<file path="src/rtl/irq_pkg.sv">
package irq_pkg;
  localparam int REG_W   = 8;
  localparam int B_ME    = 0;
  localparam int B_EE    = 1;
  localparam int B_TE    = 2;
  localparam int B_EF    = 4;
  localparam int B_TF    = 5;

  typedef struct packed {
    logic tf;
    logic ef;
    logic te;
    logic ee;
    logic me;
  } irq_state_t;

  function automatic logic [REG_W-1:0] pack_reg(irq_state_t s);
    logic [REG_W-1:0] r;
    r = '0;
    r[B_ME] = s.me;
    r[B_EE] = s.ee;
    r[B_TE] = s.te;
    r[B_EF] = s.ef;
    r[B_TF] = s.tf;
    return r;
  endfunction

  function automatic logic next_flag(logic q, logic wr, logic wbit, logic set, logic clr);
    if (wr) return wbit | set;
    return (q & ~clr) | set;
  endfunction

  function automatic logic edge_hit(logic now, logic prev, logic rise_sel);
    return rise_sel ? (now & ~prev) : (~now & prev);
  endfunction
endpackage

</file>
<file path="src/rtl/irq_edge_sync.sv">
module irq_edge_sync #(
  parameter int SYNC_STAGES = 2
) (
  input  logic clk,
  input  logic rst_n,
  input  logic pin,
  input  logic rise_sel,
  output logic evt
);
  import irq_pkg::*;

  logic [SYNC_STAGES-1:0] chain;
  logic                   last_q;

  generate
    for (genvar i = 0; i < SYNC_STAGES; i++) begin : g_stage
      if (i == 0) begin : g_first
        always_ff @(posedge clk or negedge rst_n) begin
          if (!rst_n) chain[0] <= 1'b0;
          else        chain[0] <= pin;
        end
      end else begin : g_next
        always_ff @(posedge clk or negedge rst_n) begin
          if (!rst_n) chain[i] <= 1'b0;
          else        chain[i] <= chain[i-1];
        end
      end
    end
  endgenerate

  always_ff @(posedge clk or negedge rst_n) begin
    if (!rst_n) last_q <= 1'b0;
    else        last_q <= chain[SYNC_STAGES-1];
  end

  assign evt = edge_hit(chain[SYNC_STAGES-1], last_q, rise_sel);

  AST_EDGE_NOT_BACK_TO_BACK: assert property (@(posedge clk) disable iff (!rst_n)
    evt |=> (!evt || (rise_sel != $past(rise_sel))));
endmodule

</file>
<file path="src/rtl/irq_ctrl_reg.sv">
module irq_ctrl_reg (
  input  logic                     clk,
  input  logic                     rst_n,
  input  logic                     wr,
  input  irq_pkg::irq_state_t      wstate,
  input  logic                     ext_set,
  input  logic                     tmr_set,
  input  logic                     clr_me,
  input  logic                     clr_ext,
  input  logic                     clr_tmr,
  output irq_pkg::irq_state_t      st
);
  import irq_pkg::*;

  irq_state_t nxt;

  always_comb begin
    nxt    = st;
    nxt.me = wr ? wstate.me : (st.me & ~clr_me);
    nxt.ee = wr ? wstate.ee : st.ee;
    nxt.te = wr ? wstate.te : st.te;
    nxt.ef = next_flag(st.ef, wr, wstate.ef, ext_set, clr_ext);
    nxt.tf = next_flag(st.tf, wr, wstate.tf, tmr_set, clr_tmr);
  end

  always_ff @(posedge clk or negedge rst_n) begin
    if (!rst_n) st <= '0;
    else        st <= nxt;
  end

  AST_TMR_SET_WINS: assert property (@(posedge clk) disable iff (!rst_n)
    tmr_set |=> st.tf);
  AST_EXT_SET_WINS: assert property (@(posedge clk) disable iff (!rst_n)
    ext_set |=> st.ef);
  AST_TAKE_CLEARS_MASTER: assert property (@(posedge clk) disable iff (!rst_n)
    (clr_me && !wr) |=> !st.me);
  AST_TAKE_CLEARS_EXT: assert property (@(posedge clk) disable iff (!rst_n)
    (clr_ext && !wr && !ext_set) |=> !st.ef);
  AST_TAKE_CLEARS_TMR: assert property (@(posedge clk) disable iff (!rst_n)
    (clr_tmr && !wr && !tmr_set) |=> !st.tf);
endmodule

</file>
<file path="src/rtl/irq_arbiter.sv">
module irq_arbiter #(
  parameter int               VEC_W   = 8,
  parameter logic [VEC_W-1:0] EXT_VEC = 'h04,
  parameter logic [VEC_W-1:0] TMR_VEC = 'h08
) (
  input  irq_pkg::irq_state_t st,
  input  logic                stack_full,
  input  logic                halted,
  output logic                take,
  output logic                take_ext,
  output logic                take_tmr,
  output logic [VEC_W-1:0]    vec,
  output logic                wake
);
  logic ext_rdy, tmr_rdy, gate;

  assign ext_rdy  = st.ee & st.ef;
  assign tmr_rdy  = st.te & st.tf;
  assign gate     = st.me & ~stack_full;
  assign take_ext = gate & ext_rdy;
  assign take_tmr = gate & tmr_rdy & ~ext_rdy;
  assign take     = take_ext | take_tmr;
  assign vec      = ext_rdy ? EXT_VEC : TMR_VEC;
  assign wake     = halted & (ext_rdy | tmr_rdy);
endmodule

</file>
<file path="src/rtl/irq_vec_ctrl.sv">
module irq_vec_ctrl #(
  parameter int                 SYNC_STAGES = 2,
  parameter int                 VEC_W       = 8,
  parameter logic [VEC_W-1:0]   EXT_VEC     = 'h04,
  parameter logic [VEC_W-1:0]   TMR_VEC     = 'h08
) (
  input  logic             clk,
  input  logic             rst_n,
  input  logic             ext_pin,
  input  logic             edge_rise_sel,
  input  logic             tmr_ovf,
  input  logic             reg_wr,
  input  logic [7:0]       reg_wdata,
  output logic [7:0]       reg_rdata,
  input  logic             stack_full,
  input  logic             halted,
  output logic             take,
  output logic [VEC_W-1:0] vec_addr,
  output logic             wake
);
  import irq_pkg::*;

  irq_state_t st, wstate;
  logic       ext_evt, take_ext, take_tmr;
  logic       wdata_unused;

  assign wdata_unused = ^{reg_wdata[7:6], reg_wdata[3]};

  assign wstate.me = reg_wdata[B_ME];
  assign wstate.ee = reg_wdata[B_EE];
  assign wstate.te = reg_wdata[B_TE];
  assign wstate.ef = reg_wdata[B_EF];
  assign wstate.tf = reg_wdata[B_TF];

  irq_edge_sync #(.SYNC_STAGES(SYNC_STAGES)) u_sync (
    .clk(clk), .rst_n(rst_n), .pin(ext_pin), .rise_sel(edge_rise_sel), .evt(ext_evt)
  );

  irq_ctrl_reg u_reg (
    .clk(clk), .rst_n(rst_n), .wr(reg_wr), .wstate(wstate),
    .ext_set(ext_evt), .tmr_set(tmr_ovf),
    .clr_me(take), .clr_ext(take_ext), .clr_tmr(take_tmr), .st(st)
  );

  irq_arbiter #(.VEC_W(VEC_W), .EXT_VEC(EXT_VEC), .TMR_VEC(TMR_VEC)) u_arb (
    .st(st), .stack_full(stack_full), .halted(halted),
    .take(take), .take_ext(take_ext), .take_tmr(take_tmr),
    .vec(vec_addr), .wake(wake)
  );

  assign reg_rdata = pack_reg(st);

  AST_TAKE_ONE_CYCLE: assert property (@(posedge clk) disable iff (!rst_n)
    (take && !reg_wr) |=> !take);
  AST_EXT_FIRST: assert property (@(posedge clk) disable iff (!rst_n)
    (take && reg_rdata[B_EE] && reg_rdata[B_EF]) |-> (vec_addr == EXT_VEC));
  AST_FULL_HOLDS_STATE: assert property (@(posedge clk) disable iff (!rst_n)
    (stack_full && !reg_wr && !tmr_ovf && !ext_evt) |=> $stable(reg_rdata));
endmodule

</file>
<file path="config.mk">
export PLATFORM = sky130hd
export DESIGN_NAME = irq_vec_ctrl
export DESIGN_NICKNAME = d
export VERILOG_FILES = /design/src/rtl/irq_pkg.sv /design/src/rtl/irq_edge_sync.sv /design/src/rtl/irq_ctrl_reg.sv /design/src/rtl/irq_arbiter.sv /design/src/rtl/irq_vec_ctrl.sv
export SDC_FILE = /design/constraint.sdc
export NUM_CORES = 1
export LEC_CHECK = 0
export ABC_AREA = 1
export BUFFER_PORTS_ARGS = -buffer_cell sky130_fd_sc_hd__buf_2
export CAP_MARGIN = 10
export CORE_AREA = 2 2 39 41
export CTS_CLUSTER_DIAMETER = 50
export CTS_CLUSTER_SIZE = 8
export DETAILED_ROUTE_END_ITERATION = 8
export DIE_AREA = 0 0 41 43
export GPL_TIMING_DRIVEN = 0
export PLACE_DENSITY_LB_ADDON = 0.1
export RECOVER_POWER = 50
export SYNTH_ARGS = -nofsm -noshare
export SYNTH_HDL_FRONTEND = slang
export SYNTH_HIERARCHICAL = 1
export SYNTH_SLANG_ARGS = --single-unit
</file>
<file path="constraint.sdc">
create_clock -name clk -period 1 [get_ports clk]
set_input_delay 0.15 -clock clk [delete_from_list [all_inputs] [get_ports clk]]
set_output_delay 0.15 -clock clk [all_outputs]
set_load 0.05 [all_outputs]
</file>
==> summary.md, run 1 <==
| Metric | Value |
|---|---|
| Worst Reg-to-Reg Cells | 7 |
| Final Skew | 0.00269 ns |
| Final #Nets | 111 |
| Startpoint types | flop |
| Syn Inst Count | 57 |
| Failing checks | negative setup slack |
| RR Endpoint | u_reg/st[4]$_DFF_PN0_ |
| Ratio of cells with drive above 1 in the final layout | 53.2% |
| First-pass GRT wire length | 1440 µm |
| Hold Path Stages | 3 |
| Area after DPL | 636 µm² |
| Gr ovfl total | 0 |
| # DRC | 0 |
| Site Rows | 14 |
| Fin Hold WS | 0.0918 ns |
| Finished Cell Area | 790 µm² |
| First-pass iteration count of the detailed router | 2 |
| Yosys warns | 6 |
| Clk sinks | 8 |
| Hold Path Class | input port to flop |
| Largest net degree at the start of global routing | 9 |
| Critical path arrival | 1.09 ns |
| Average cell area after synthesis | 7.88 µm² |
| Setup TNS | -1.25 ns |
| Pleak | 0.000435 µW |
| Core Util, Final | 57.1% |
| FF+latch count, synth | 8 |
| Final WL | 899 µm |
| Die Span Y | 43 µm |
| R2R setup slack | -0.06 ns |
| CTS tree | built |
| CP max FO | 5 |
| Number of port buffers | 21 |
| Antenna cells | 0 |
| Total core area | 0.00138 mm² |
| Tcrit/Tclk final | 124% |
| Vias | 405 |
| CP Data Required Time | 0.85 ns |
| Max Clock Freq | 807 MHz |
| Count of different cell masters after synthesis | 13 |
| Setup Viol. Count Final | 9 |
| Area delta synth->final | 75.8% |
| Final hold violations | 0 |
| Sequential area share after synthesis | 44.6% |
| Die Area | 0.00176 mm² |
| GRT Util Overall | 12.2% |
| Clk_lat worst skew | 0.25 ns |
| Multi-input logic area | 210 µm² |
| Antenna violations before repair | 0 |
| Crit end category | primary output |
| # fillers | 133 |
| Clock Root Buffer | clkbuf_4 |
| Reg2reg start | u_reg/st[3]$_DFF_PN0_ |
| H-Tree Depth | 1 |
| Initial DRC count | 1 |
| Outcome | complete, but fails checks |
| Vias in the first global route | 390 |
| Die W | 41 µm |
| Pwr per Cell Area | 1410 mW/mm² |
| Via/cell ratio | 3.68 |
| Pwr Total | 1110 µW |
| Max-slew violation count | 0 |
| Worst vdd ir | 0.000833 V |
| Effective utilization at floorplan | 32.5% |
| Ports | 34 |
| WHS Endpoint | u_reg/st[4]$_DFF_PN0_ |
| Total CTS buffers | 3 |
| Register Area | 206 µm² |
| Max-cap viol count | 0 |
| Worst setup path category | flop to primary output |
| Minimum clock period | 1.24 ns |
| Dpl hpwl | 706 µm |
| DR WL/cell | 8.17 µm |
| Post-route ant nets | 0 |
| Hold_sp | tmr_ovf |
| CTS Buffer Depth | 2 |
| Routability congestion estimate | 0.674 |
| Final worst slack | -0.239 ns |
| CTS clk-pin slew, worst paths | 0.06 ns |
| Mapped cell area | 449 µm² |
| RSZ-0062 raised after global routing | true |
==> per-layer routing <==
metal	GRT usage, %	vias to the layer above	wire length, µm
met4	6.00	0	0
li1	-	223	-
met1	11.7	168	331
met5	0	-	0
met3	3.14	0	62
met2	21.9	14	505
==> placed cells by master, fill, tap and decap left out, drive strengths merged <==
cell,count
dlygate4sd3,2
buf,33
conb,9
nand3,4
a21oi,3
dfrtp,8
a21boi,1
nand3b,1
clkbuf,5
nand2,15
inv,10
nor2,3
==> registers in the layout, indices dropped and copies added (netlist names) <==
name	cells
u_sync/last_q	1
u_sync/chain	2
u_reg/st	5
==> what timing repair did <==
| item | CTS | global route |
|---|---|---|
| hold buffers | 2 | 0 |
| setup endpoints to repair | 9 | 10 |
| hold endpoints to repair | 9 | 0 |
| resized for setup | 19 | 7 |
| buffers inserted | 3 | 1 |
| pin swaps | 4 | 2 |
==> cell usage after synthesis <==
cell,instances,area share (%)
nor2_2,1,1.4
conb_1,2,1.7
nand3_1,4,4.5
a21oi_1,3,3.3
nand3b_1,1,1.7
inv_2,2,1.7
dfrtp_1,8,45
nand2_2,2,2.8
nand2_1,13,11
a21boi_2,1,2.5
buf_4,10,17
nor2_1,2,1.7
inv_1,8,6.7
==> worst max-delay path: stages, from the launching register on <==
cell and delay, ns:
dfrtp_2 0.45, nand2_8 0.11, inv_4 0.04, buf_6 0.10, buf_8 0.14
==> stage by stage <==
stage	cells	setup WS, ns
final	110	-0.239
after global routing	110	-0.270
after CTS	110	-0.236
after detailed placement	101	-0.0489
after global placement	101	-0.0492
after floorplan	64	-0.436
==> area by class of cell <==
cell class,count,area share (%)
multi-input combinational,36,26.6
timing repair buffer,26,26.3
sequential,8,26.1
buffer,10,9.98
inverter,10,5.07
clock buffer,4,3.33
tap,16,2.54
==> kinds of logic (layout without fill, tap and decap cells) <==
| kind of cell | after synthesis | in the layout | share of synthesized area [%] |
|---|---|---|---|
| simple gates | 23 | 23 | 22.8 |
| buf+inv | 20 | 50 | 25.1 |
| flops | 8 | 8 | 44.6 |
| compound gates | 4 | 4 | 5.85 |
| other cells | 2 | 9 | 1.67 |
==> power breakdown <==
group | internal, µW | switching (µW) | leakage [µW]
Combinational | 175 | 289 | 0.000332
Clock | 152 | 107 | 0.0000150
Sequential | 353 | 34.1 | 0.0000880
Total | 680 | 430 | 0.000435
==> worst max-delay path by stage <==
stage,start,end,cells after the start
global route,u_reg/st[3]$_DFF_PN0_,vec_addr[2],4
CTS,u_reg/st[3]$_DFF_PN0_,wake,3
detailed placement,u_reg/st[3]$_DFF_PN0_,take,3
global placement,u_reg/st[3]$_DFF_PN0_,take,3
finish,u_reg/st[3]$_DFF_PN0_,vec_addr[2],4
floorplan,u_reg/st[1]$_DFFE_PN0P_,u_reg/st[0]$_DFF_PN0_,4
Power figures use the tool's default switching activity.
==> inputs of run 2 (changes only) <==
==> constraint.sdc (replaced) <==
create_clock -name clk -period 1 [get_ports clk]
set_input_delay 0.15 -clock clk [delete_from_list [all_inputs] [get_ports clk]]
set_output_delay 0.15 -clock clk [all_outputs]
set_load 0.005 [all_outputs]
==> summary.md, run 2 (synthesis results as in run 1) <==
| Metric | Value |
|---|---|
| Outcome | complete, but fails checks |
| Failing checks | negative setup slack |
| First-pass iteration count of the detailed router | 4 |
| Commonest cells after routing, fill and taps aside | buf_2, buf_4, nand2_1, conb_1 |
| Inst Count DP | 101 |
| GRT Util Overall | 10.7% |
| Vias | 426 |
| Via/cell ratio | 3.70 |
| Setup TNS | -0.997 ns |
| Max-slew violation count | 0 |
| Max-cap viol count | 0 |
| CTS tree | built |
| Die Span Y | 43 µm |
| Vias in the first global route | 316 |
| CTS Buffer Depth | 2 |
| # fillers | 149 |
| Tcrit/Tclk final | 118% |
| Final hold violations | 0 |
| Antenna violations before repair | 0 |
| Clock Root Buffer | clkbuf_4 |
| Ports | 34 |
| Switch share | 25.7% |
| Sw power | 221 µW |
| Setup Viol. Count Final | 9 |
| Seq pwr share | 42.7% |
| Effective utilization at floorplan | 32.5% |
| Routability congestion estimate | 0.684 |
| Clk_lat worst skew | 0.25 ns |
| Multi-input logic area | 166 µm² |
| Clk sinks | 8 |
| Crit end category | primary output |
| Startpoint types | flop |
| Dpl hpwl | 646 µm |
| Final WL | 923 µm |
| Pleak | 0.000443 µW |
| Most flops, register | u_reg/st |
| Pwr per Cell Area | 1160 mW/mm² |
| Commonest non-fill, non-tap cell in the layout | buf_2 |
| Fin Hold WS | 0.0863 ns |
| Worst vdd ir | 0.000545 V |
| Non-filler cells, final | 115 |
| Antenna cells | 0 |
| # DRC | 0 |
| Area delta synth->final | 65.5% |
| Total internal power | 638 µW |
| Final #Nets | 117 |
| RSZ-0062 raised after global routing | true |
| Site Rows | 14 |
| Final worst slack | -0.177 ns |
| H-Tree Depth | 1 |
| Max Clock Freq | 849 MHz |
| Initial DRC count | 5 |
| DR WL/cell | 8.03 µm |
| Total core area | 0.00138 mm² |
| First-pass GRT wire length | 1220 µm |
| Largest registers | u_reg/st x5, u_sync/chain x2, u_sync/last_q x1 |
| Die Area | 0.00176 mm² |
| Clock Power Share | 27.9% |
| Combinational power share | 29.4% |
| Post-route ant nets | 0 |
| Largest register FFs | 5 |
| Final Skew | 0.00630 ns |
| Register Area | 200 µm² |
| Gr ovfl total | 0 |
| Hold Path Class | input port to flop |
| Largest net degree at the start of global routing | 9 |
| Die W | 41 µm |
| Minimum clock period | 1.18 ns |
| CTS clk-pin slew, worst paths | 0.05 ns |
| Ratio of cells with drive above 1 in the final layout | 49.5% |
| Total CTS buffers | 3 |
| Number of port buffers | 21 |
| CP Data Required Time | 0.85 ns |
| Worst setup path category | flop to primary output |
| Critical path arrival | 1.03 ns |
| CP max FO | 5 |
[run 2: final timing paths]
path,cells after the start,end,slack [ns],from
min in group asynchronous,2,u_reg/st[2]$_DFFE_PN0P_,0.34,rst_n
hold reg to reg,0,u_sync/chain[1]$_DFF_PN0_,0.35,u_sync/chain[0]$_DFF_PN0_
max in group asynchronous,2,u_sync/chain[0]$_DFF_PN0_,0.36,rst_n
hold / removal,3,u_reg/st[4]$_DFF_PN0_,0.09,tmr_ovf
setup reg to reg,8,u_reg/st[4]$_DFF_PN0_,-0.15,u_reg/st[3]$_DFF_PN0_
setup / recovery,4,vec_addr[2],-0.18,u_reg/st[3]$_DFF_PN0_
[run 2: final cells by class]
class,count,share of cell area (%)
well taps,16,2.69
clock buffers,3,3.03
multi-input cells,36,22.4
inverters,10,5.05
plain buffers,10,10.6
repair buffers,32,29.3
flip-flops and latches,8,26.9
[run 2: routing by layer]
metal  share of wire, %  up-vias  wire length, µm  track usage, %
li1                   -      236                -               -
met1                 43      169              398            13.7
met2                 47       19              430            14.4
met3                9.5        2               88            1.57
met4               0.54        0                5            10.0
met5                  0        -                0               0
[run 2: power groups by stage]
stage          logic (µW)  registers (µW)  clock network, µW
3_3_place_gp          170             374                  0
5_1_grt               280             369                269
3_5_place_dp          172             374                  0
4_1_cts               222             365                261
6_report              253             367                239
2_1_floorplan        96.8             375                  0
[run 2: worst max-delay path: stages (launching register included)]
cell	delay [ns]
dfrtp_1	0.39
nand2_2	0.13
inv_2	0.05
buf_6	0.11
buf_6	0.10
[run 2: timing repair]
action / in CTS / in global routing
setup endpoints to repair: 4 / 9
hold endpoints to repair: 9 / 0
gates resized for setup: 2 / 5
hold buffers: 2 / 0
pin swaps: 3 / 1
setup buffers: 6 / 3
[run 2: per-stage QoR]
step	power [µW]	utilization, %	instance area [µm²]	worst slack, ns
CTS	849	50.5	698	-0.187
global placement	544	43.4	601	0.0512
finish	859	53.7	743	-0.177
global route	918	53.7	743	-0.226
detailed placement	546	43.4	601	0.0477
floorplan	472	-	475	0.0575
